==> config.mk <==
export PLATFORM = sky130hd
export DESIGN_NAME = dma_param_shadow
export DESIGN_NICKNAME = d
export VERILOG_FILES = /design/src/rtl/dps_pkg.sv /design/src/rtl/dps_addr_decode.sv /design/src/rtl/dps_param_bank.sv /design/src/rtl/dps_req_launch.sv /design/src/rtl/dma_param_shadow.sv
export SDC_FILE = /design/constraint.sdc
export NUM_CORES = 1
export LEC_CHECK = 0
export ABC_AREA = 1
export CAP_MARGIN = 20
export CORE_UTILIZATION = 40
export CTS_CLUSTER_SIZE = 10
export DETAILED_ROUTE_END_ITERATION = 10
export PLACE_DENSITY = 0.66
export SYNTH_ARGS = -nofsm -noshare
export SYNTH_HDL_FRONTEND = slang
export SYNTH_SLANG_ARGS = --single-unit
==> constraint.sdc <==
create_clock -name clk -period 2.3 [get_ports clk]
set_input_delay 0.69 -clock clk [delete_from_list [all_inputs] [get_ports clk]]
set_output_delay 0.69 -clock clk [all_outputs]
set_load 0.1 [all_outputs]
==> src/rtl/dps_pkg.sv <==
package dps_pkg;
  localparam int NUM_PARAMS = 5;
  localparam int SLOT_OPT = 0;
  localparam int SLOT_SRC = 1;
  localparam int SLOT_CNT = 2;
  localparam int SLOT_DST = 3;
  localparam int SLOT_IDX = 4;
endpackage

==> src/rtl/dps_addr_decode.sv <==
module dps_addr_decode #(
  parameter int          ADDR_W     = 32,
  parameter logic [31:0] BASE_ADDR  = 32'h0200_0000,
  parameter int          ALIAS_BIT  = 5,
  parameter int          NUM_SLOTS  = 5,
  localparam int         SLOT_W     = ALIAS_BIT - 2
) (
  input  logic [ADDR_W-1:0] addr,
  output logic              hit,
  output logic              is_alias,
  output logic [SLOT_W-1:0] slot
);
  localparam int WIN_LSB = ALIAS_BIT + 1;

  logic in_window;
  logic addr_lsb_unused;

  assign addr_lsb_unused = ^addr[1:0];
  assign in_window = (addr[ADDR_W-1:WIN_LSB] == BASE_ADDR[ADDR_W-1:WIN_LSB]);
  assign slot      = addr[ALIAS_BIT-1:2];
  assign is_alias  = addr[ALIAS_BIT];
  assign hit       = in_window && (int'(slot) < NUM_SLOTS);
endmodule

==> src/rtl/dps_param_bank.sv <==
module dps_param_bank #(
  parameter int DATA_W    = 32,
  parameter int NUM_SLOTS = 5,
  parameter int SLOT_W    = 3
) (
  input  logic                               clk,
  input  logic                               rst,
  input  logic                               we,
  input  logic [SLOT_W-1:0]                  wslot,
  input  logic [DATA_W-1:0]                  wdata,
  output logic [NUM_SLOTS-1:0][DATA_W-1:0]   snap
);
  logic [NUM_SLOTS-1:0][DATA_W-1:0] regs;

  for (genvar k = 0; k < NUM_SLOTS; k++) begin : g_slot
    logic sel;
    assign sel = we && (int'(wslot) == k);

    always_ff @(posedge clk) begin
      if (rst)      regs[k] <= '0;
      else if (sel) regs[k] <= wdata;
    end

    // Same-cycle bypass so a submit sees its own value
    assign snap[k] = sel ? wdata : regs[k];
  end
endmodule

==> src/rtl/dps_req_launch.sv <==
module dps_req_launch #(
  parameter int DATA_W    = 32,
  parameter int NUM_SLOTS = 5
) (
  input  logic                             clk,
  input  logic                             rst,
  input  logic                             submit,
  input  logic [NUM_SLOTS-1:0][DATA_W-1:0] snap,
  input  logic                             req_ready,
  output logic                             req_valid,
  output logic [NUM_SLOTS-1:0][DATA_W-1:0] req_bus,
  output logic                             blocked
);
  assign blocked = req_valid && !req_ready;

  always_ff @(posedge clk) begin
    if (rst) begin
      req_valid <= 1'b0;
      req_bus   <= '0;
    end else if (submit) begin
      req_valid <= 1'b1;
      req_bus   <= snap;
    end else if (req_ready) begin
      req_valid <= 1'b0;
    end
  end
endmodule

==> src/rtl/dma_param_shadow.sv <==
module dma_param_shadow #(
  parameter int          DATA_W    = 32,
  parameter int          ADDR_W    = 32,
  parameter int          BE_W      = DATA_W / 8,
  parameter logic [31:0] BASE_ADDR = 32'h0200_0000,
  parameter int          ALIAS_BIT = 5
) (
  input  logic              clk,
  input  logic              rst,
  input  logic              wr_en,
  input  logic [ADDR_W-1:0] wr_addr,
  input  logic [DATA_W-1:0] wr_data,
  input  logic [BE_W-1:0]   wr_be,
  output logic              wr_ready,
  output logic              req_valid,
  input  logic              req_ready,
  output logic [DATA_W-1:0] req_opt,
  output logic [DATA_W-1:0] req_src,
  output logic [DATA_W-1:0] req_cnt,
  output logic [DATA_W-1:0] req_dst,
  output logic [DATA_W-1:0] req_idx
);
  import dps_pkg::*;

  localparam int SLOT_W = ALIAS_BIT - 2;

  logic              dec_hit;
  logic              dec_alias;
  logic [SLOT_W-1:0] dec_slot;
  logic              blocked;
  logic              wr_take;
  logic              submit;
  logic              be_unused;
  logic [NUM_PARAMS-1:0][DATA_W-1:0] snap;
  logic [NUM_PARAMS-1:0][DATA_W-1:0] req_bus;

  // Byte enables are ignored: every write replaces the whole word
  assign be_unused = ^wr_be;

  dps_addr_decode #(
    .ADDR_W(ADDR_W), .BASE_ADDR(BASE_ADDR),
    .ALIAS_BIT(ALIAS_BIT), .NUM_SLOTS(NUM_PARAMS)
  ) u_dec (
    .addr(wr_addr), .hit(dec_hit), .is_alias(dec_alias), .slot(dec_slot)
  );

  assign wr_ready = !(dec_hit && dec_alias && blocked);
  assign wr_take  = wr_en && dec_hit && wr_ready;
  assign submit   = wr_take && dec_alias;

  dps_param_bank #(
    .DATA_W(DATA_W), .NUM_SLOTS(NUM_PARAMS), .SLOT_W(SLOT_W)
  ) u_bank (
    .clk(clk), .rst(rst), .we(wr_take), .wslot(dec_slot),
    .wdata(wr_data), .snap(snap)
  );

  dps_req_launch #(
    .DATA_W(DATA_W), .NUM_SLOTS(NUM_PARAMS)
  ) u_launch (
    .clk(clk), .rst(rst), .submit(submit), .snap(snap),
    .req_ready(req_ready), .req_valid(req_valid),
    .req_bus(req_bus), .blocked(blocked)
  );

  assign req_opt = req_bus[SLOT_OPT];
  assign req_src = req_bus[SLOT_SRC];
  assign req_cnt = req_bus[SLOT_CNT];
  assign req_dst = req_bus[SLOT_DST];
  assign req_idx = req_bus[SLOT_IDX];
endmodule

; ---- Word-level counts from Yosys, hierarchy flattened
; Index checks and enable logic that the tools add are counted.
; Widths: inputs -> output; s select.
[totals]
elab_cells = 40
out_inout_bits = 162
register_bits = 321
input_bits = 72
[classes]
magnitude_cmp = 1
n_mux = 7
n_reduce_logical = 16
n_eq_ne = 5
[ops]
columns = operator, n
row1 = $mux 32, 5
row2 = $eq 26x20->1 const B, 1
row3 = $logic_and 1x1->1, 12
row4 = $eq 3x3->1 const B, 3
row5 = $eq 3x2->1 const B, 1
row6 = $logic_not 3->1, 1
row7 = $lt 3x3->1 const B, 1
row8 = $logic_not 1->1, 2
row9 = $mux 1, 2
row10 = $reduce_bool 2->1, 1

; ---- Logic depth before layout (Yosys ltp)
; Gate-level depths: netlist of the first run.
[logic_depth]
ltp_word = 8
depth_mapped = 13

; ---- Modules after synthesis
; A second synthesis of the first run with hierarchy kept.
[hier_totals]
cells_unflattened = 1971
hier_area_um2 = 13171.4
[by_module_without_submodules]
columns = module, area_per_inst_um2, seq_area_each_um2, cells_per_inst, instances
row1 = dps_param_bank, 7442.1, 3203.1, 1233, 1
row2 = dps_req_launch, 5554.1, 3223.1, 699, 1
row3 = dps_addr_decode, 147.6, 0.0, 34, 1
row4 = dma_param_shadow, 27.5, 0.0, 5, 1

; ---- Worst setup path after synthesis of the first run
; No wires, ideal clock.
[synth_timing]
path_type = input -> output
from = in wr_addr[3]
to = out wr_ready
slack_ps = -900
cell_stages = 8
t_arrival_ps = 2510
required_time_ps = 1610
path_cell_list = nor2_1 -> nor2_1 -> nor2_1 -> nand2_1 -> nor2_1 -> buf_2 -> buf_1 -> nand4_1
[synth_between]
elab_chain_len = 5
[synth_lines]
columns = element, line_no
row1 = start: declaration, dma_param_shadow.sv:11  ; input logic [ADDR_W-1:0] wr_addr,
row2 = $lt 3x3->1, dps_addr_decode.sv:22  ; assign hit = in_window && (int'(slot) < NUM_SLOTS);
row3 = $logic_and 1x1->1, dps_addr_decode.sv:22
row4 = $logic_and 1x1->1 (2 in a row), dma_param_shadow.sv:47  ; assign wr_ready = !(dec_hit && dec_alias && blocked);
row5 = $logic_not 1->1, dma_param_shadow.sv:47
row6 = end: declaration, dma_param_shadow.sv:14  ; output logic wr_ready,
; Every way passes these cells.

; ---- Final worst setup path of the first run
[layout_timing]
from = in wr_addr[13]
to = out wr_ready
[layout_between]
elab_chain_len = 5
[layout_lines]
columns = element, line_no
row1 = $eq 26x20->1, dps_addr_decode.sv:19  ; assign in_window = (addr[ADDR_W-1:WIN_LSB] == BASE_ADDR[ADDR_W-1:WIN_LSB]);
row2 = $logic_and 1x1->1, dps_addr_decode.sv:22
row3 = $logic_and 1x1->1 (2 in a row), dma_param_shadow.sv:47
row4 = $logic_not 1->1, dma_param_shadow.sv:47
; Every way passes these cells.

==> results of run 1 <==
==> sequential cells by signal, summed over array words and instances (netlist names) <==
| name | flops |
|---|---|
| u_bank.regs | 160 |
| u_launch.req_bus | 160 |
| u_launch.req_valid | 1 |
==> stage by stage <==
| stage | setup TNS [ps] | cells | setup slack [ps] |
|---|---|---|---|
| floorplan | -665.3 | 1800 | -665.3 |
| global placement | -100170 | 2390 | -444.1 |
| detailed placement | -111930 | 2390 | -473.1 |
| CTS | 0 | 2453 | 1.723 |
| global route | -455.3 | 2485 | -69.00 |
| finish | -21.30 | 2485 | -21.30 |
==> worst max-delay path, cell delays in order <==
cell and delay [ps]:
buf_6 90, nor2_2 130, inv_1 60, nor2_1 110, nand2_1 80, nor2_2 110
nand4_1 160, buf_12 200
==> cell families (layout without fill, tap and decap cells) <==
logic type             after synthesis  after routing  synth area share
flip-flops                         321            321            0.4973
AO/OA/AOI/OAI                      322            322            0.1247
AND/OR/NAND/NOR                    695            695            0.2382
buffers and inverters              462            745            0.1398
==> worst min path at each step <==
stage	from	to	slack, ps
6_report	u_bank.regs[137]	u_bank.regs[137]	460
5_1_grt	u_bank.regs[137]	u_bank.regs[137]	480
4_1_cts	u_bank.regs[143]	u_bank.regs[143]	470
3_5_place_dp	u_bank.regs[132]	u_bank.regs[132]	460
3_3_place_gp	u_bank.regs[145]	u_bank.regs[145]	450
2_1_floorplan	u_bank.regs[147]	u_bank.regs[147]	450
==> layer usage <==
| metal | routed length [um] | up-vias |
|---|---|---|
| met5 | 0 | - |
| met4 | 1479 | 0 |
| met3 | 3603 | 84 |
| met2 | 21300 | 501 |
| met1 | 18920 | 6023 |
| li1 | - | 6259 |
==> where the power goes <==
group / internal (mW) / switching, mW
combinational: 0.174 / 0.335
sequential: 5.56 / 0.0000000129
clock: 3.28 / 2.18
==> what timing repair did <==
item	in CTS	in global routing
setup endpoints to repair	1	253
endpoints found under the hold margin	0	0
cloned	0	30
setup buffers	17	8
pin swaps	28	29
resized for setup	105	127
==> cell type report <==
class	instances	area share
tap	402	0.02794
timing repair inverter	3	0.003683
multi-input combinational	1017	0.2801
inverter	340	0.07234
clock buffer	45	0.05837
timing repair buffer	356	0.1990
sequential	321	0.3569
clock inverter	1	0.001668
==> placed cells by master, fill, tap and decap left out, types with 2 or more instances in the layout <==
cell / n
nand2_2: 11
buf_6: 29
dfxtp_1: 321
clkdlybuf4s50_1: 34
clkbuf_1: 3
buf_16: 6
buf_2: 14
buf_4: 226
buf_12: 23
clkbuf_16: 59
nand2_1: 326
nand3_2: 7
inv_1: 334
inv_2: 5
nor2_2: 11
buf_8: 4
nand4_1: 37
nand3_1: 283
nor2_4: 11
a21oi_2: 42
clkinv_16: 2
a21oi_4: 2
a21oi_1: 277
nor2_1: 8
==> metrics.txt, run 1 <==
syn avg cell area between 7 and 8 um^2; post-DP HPWL between 20 and 30 mm; CP startpoint kind primary input; fmax approximately 0.43 GHz; Pins Over Slew Limit 0; DRT Pass-1 Iters 6; RR Startpoint u_launch.req_valid; CTS Hold Bufs 0; leakage power between 7 and 8 nW; CTS tree done; top cell type's share of synthesized area 0.4973; #FFs+latches synth approximately 320; # setup viols final 1; Final Hold Vio Count 0; final instance area around 18000 um^2; max_cap viols 0; P&R area growth vs syn 39.33%; met3 Usage GRT 0.04974; largest net degree at the start of global routing 68; worst reg-to-reg setup slack between 300 and 400 ps; fraction of layout cells with a size suffix above 1 0.2199; chip width ~180 um; Clk Latency, worst-skew pair 520 ps; RR Endpoint u_launch.req_bus[13]; number of DRC markers in iteration 0 slightly above 1000; TritonCTS buffer count 38; CTS max path bufs 3; routability congestion estimate 0.7854; final core occ 0.5691; global-route wire length before repair roughly 63 mm; CTS clk-pin slew, worst paths approximately 50 ps; Filler Cell Count between 2000 and 3000; peak supply drop roughly 630 uV; relative slew slack 0.5752; Final Power between 10 and 15 mW; clock skew 11.07 ps; Netlist cell types 16; EDFF count, synth 0; kind of critical path in2out; cell count after synthesis 1800; FFs w/ async S/R, synth 0; clock period minus worst slack around 2300 ps; CP endpoint wr_ready; initial antenna violation count 0; WHS 460.3 ps; WL per Instance around 18 um; clock net sink count 321; setup repair after global routing missed its margin yes; Multi-input gate area 5042 um^2; Worst Setup End Kind output port; Seq/Total Area, Yosys 0.4973; DRT Wirelength roughly 45 mm; drt via density 5.178; setup ws final -21.30 ps; Port Buffers 227; Starting Density 0.4085; H-tree level count 2; synth top area cells dfxtp_1 (50%), a21oi_1 (12%), nand3_1 (11%), inv_1 (9.8%), nand2_1 (9.8%); nets between 2000 and 2500; hold path depth 2; # diodes 0; CP Data Arrival Time roughly 1600 ps; Ys Warns 0; most frequent cells after synthesis inv_1 (338), nand2_1 (337), a21oi_1 (321), dfxtp_1 (321), nand3_1 (291); Reg area 6426 um^2; root buf cell clkbuf_16; routed vias 12867; Die H 181.7 um; r2r worst-path depth 13; Die ar. 33030 um^2; cell area after placement about 16000 um^2; Core Box Area 31640 um^2; gr ovfl total 0; post-route ant nets 0; P per Cell Area between 600 and 700 nW/um^2; vias in the first global route 11429; ys flop type dfxtp_1; Syn Nets ~1900; status finished, violations left; worst endpoint required time between 1500 and 2000 ps; biggest area consumer among synthesized cells dfxtp_1; # IOs about 230; worst hold path type reg2reg; mapped cell area 12920 um^2; failing checks negative setup slack; GR Util met1 0.3130; GRT met2 Usage 0.4068; Worst Tran Pin Value approximately 640 ps; crit path launch wr_addr[13]; DRC errors left 0; most frequent cell after synthesis inv_1; GR peak layer met2; Max FO, Critical Path 2; Total GRT Usage 0.2438; row count between 60 and 70; Final period util 1.009
Power figures use the tool's default switching activity.
==> run 2: changes to the inputs <==
- DONT_BUFFER_PORTS: default -> 1
- PLACE_DENSITY: 0.66 -> 0.56
==> run 2 against run 1 <==
The flow now finishes without violations. Critical endpoint unchanged. Power is 3.2% lower. Clock power is 0.7% higher. Highest routed layer unchanged. Core utilization is 6.9 points lower.
==> metrics.txt, run 2 (synthesized netlist as in run 1, its figures left out) <==
initial antenna violation count 0; number of DRC markers in iteration 0 939; chip width 181.7 um; setup repair after global routing missed its margin no; # diodes 0; CTS max path bufs 3; Total GRT Usage 0.2350; peak supply drop roughly 480 uV; TritonCTS buffer count 39; max_cap viols 0; Worst Tran Pin Value between 700 and 800 ps; gr ovfl total 0; Multi-input gate area ~4800 um^2; Reg area 6426 um^2; nets approximately 2000; worst endpoint required time about 1600 ps; Final Hold Vio Count 0; WL per Instance between 15 and 20 um; Die H approximately 180 um; routability congestion estimate between 0.7 and 0.8; # setup viols final 0; CTS tree done; kind of critical path in2out; clock skew 9.493 ps; drt via density between 5 and 6; commonest cells after routing, fill and taps aside inv_1 (337), nand2_1 (336), a21oi_1 (321), dfxtp_1 (321), nand3_1 (291); P per Cell Area 705.9 nW/um^2; Pins Over Slew Limit 0; CP startpoint kind primary input; Filler Cell Count about 3100; hold path depth 1; min-delay src rst; Starting Density 0.4085; row count 65; post-DP HPWL roughly 24 mm; CTS Hold Bufs 0; clock net sink count 321; Worst Hold End u_bank.regs[4]; relative slew slack 0.4972; worst hold path type in2reg; routed vias between 10000 and 15000; Max FO, Critical Path 2; commonest non-fill, non-tap cell in the layout inv_1; # IOs around 230; largest net degree at the start of global routing 322; status completed; DRC errors left 0; clock period minus worst slack roughly 2200 ps; Worst Setup End Kind output port; leakage power a little under 7 nW; post-route ant nets 0; DRT Pass-1 Iters 7; worst reg-to-reg setup slack ~450 ps; Core Box Area 31640 um^2; vias in the first global route 10845; CP Data Arrival Time between 1500 and 2000 ps; Clk Latency, worst-skew pair between 500 and 600 ps; Die ar. between 30000 and 40000 um^2; Port Buffers 0; fraction of layout cells with a size suffix above 1 0.1354; fmax ~0.45 GHz; P&R area growth vs syn 22.33%; root buf cell clkbuf_16; RR Endpoint u_launch.req_bus[87]; DRT Wirelength approximately 40 mm; H-tree level count 2; WHS just under 300 ps; final core occ 0.4997; RR Startpoint u_launch.req_valid; global-route wire length before repair a little over 60 mm; biggest regs u_bank.regs: 160 flops, u_launch.req_bus: 160 flops, u_launch.req_valid: 1 flops; r2r worst-path depth 10; Final period util 0.9716; CTS clk-pin slew, worst paths 50 ps
## run 2: critical path: stages
cell and delay, ps:
nor2_2 110, nand2_1 60, nor2_1 90, nand2_1 70, nor2_2 150, nand4_1 160
buf_12 210
## run 2: routing by layer
metal  part of all wire  GRT usage  up-vias  wire length [um]
met5                  0          0        -                 0
met4              0.040    0.09729        0              1577
met3              0.092    0.06819      100              3621
met2               0.45     0.3768      394             17560
met1               0.42     0.2949     5373             16520
li1                   -          -     5942                 -
## run 2: worst max path at each step
stage | slack [ps] | from | to | depth (start not counted)
6_report | 70 | wr_addr[17] | wr_ready | 7
5_1_grt | 2 | wr_addr[25] | wr_ready | 8
4_1_cts | 60 | u_launch.req_valid | wr_ready | 3
3_5_place_dp | 20 | wr_addr[18] | u_launch.req_bus[18] | 11
3_3_place_gp | 30 | wr_addr[18] | u_launch.req_bus[127] | 11
2_1_floorplan | -670 | wr_addr[7] | wr_ready | 8
## run 2: timing repair
item / CTS / global route
resized for setup: 0 / 11
setup buffers: 0 / 1
setup endpoints to repair: 0 / 1
## run 2: per-stage QoR
stage | std cells | setup slack, ps | TNS [ps] | total power [mW] | cell area (um^2)
2_1_floorplan | 1800 | -665.3 | -665.3 | 5.824 | 12960
3_3_place_gp | 2275 | 27.19 | 0 | 5.784 | 14670
3_5_place_dp | 2275 | 24.80 | 0 | 5.782 | 14670
4_1_cts | 2328 | 64.16 | 0 | 11.30 | 15770
5_1_grt | 2329 | 2.410 | 0 | 11.53 | 15810
6_report | 2329 | 65.38 | 0 | 11.16 | 15810
## run 2: power by group
group | internal, mW | switching (mW)
logic | 0.0277 | 0.0757
clock network | 3.30 | 2.20
registers | 5.56 | 0.00000000539
## run 2: final cells by class
cell class              count  share of cell area
repair buffers            196              0.1099
multi-input cells        1017              0.3009
clock inverters             3            0.002533
well taps                 402             0.03182
inverters                 340             0.08121
flip-flops and latches    321              0.4065
clock buffers              50             0.06704
==> run 3: changes to the inputs <==
- CAP_MARGIN: 20 -> default
- SKIP_CTS_REPAIR_TIMING: default -> 1
- SKIP_LAST_GASP: default -> 1
==> results of run 3 <==
No change in the layout: final DEF, timing and power equal those of run 2.
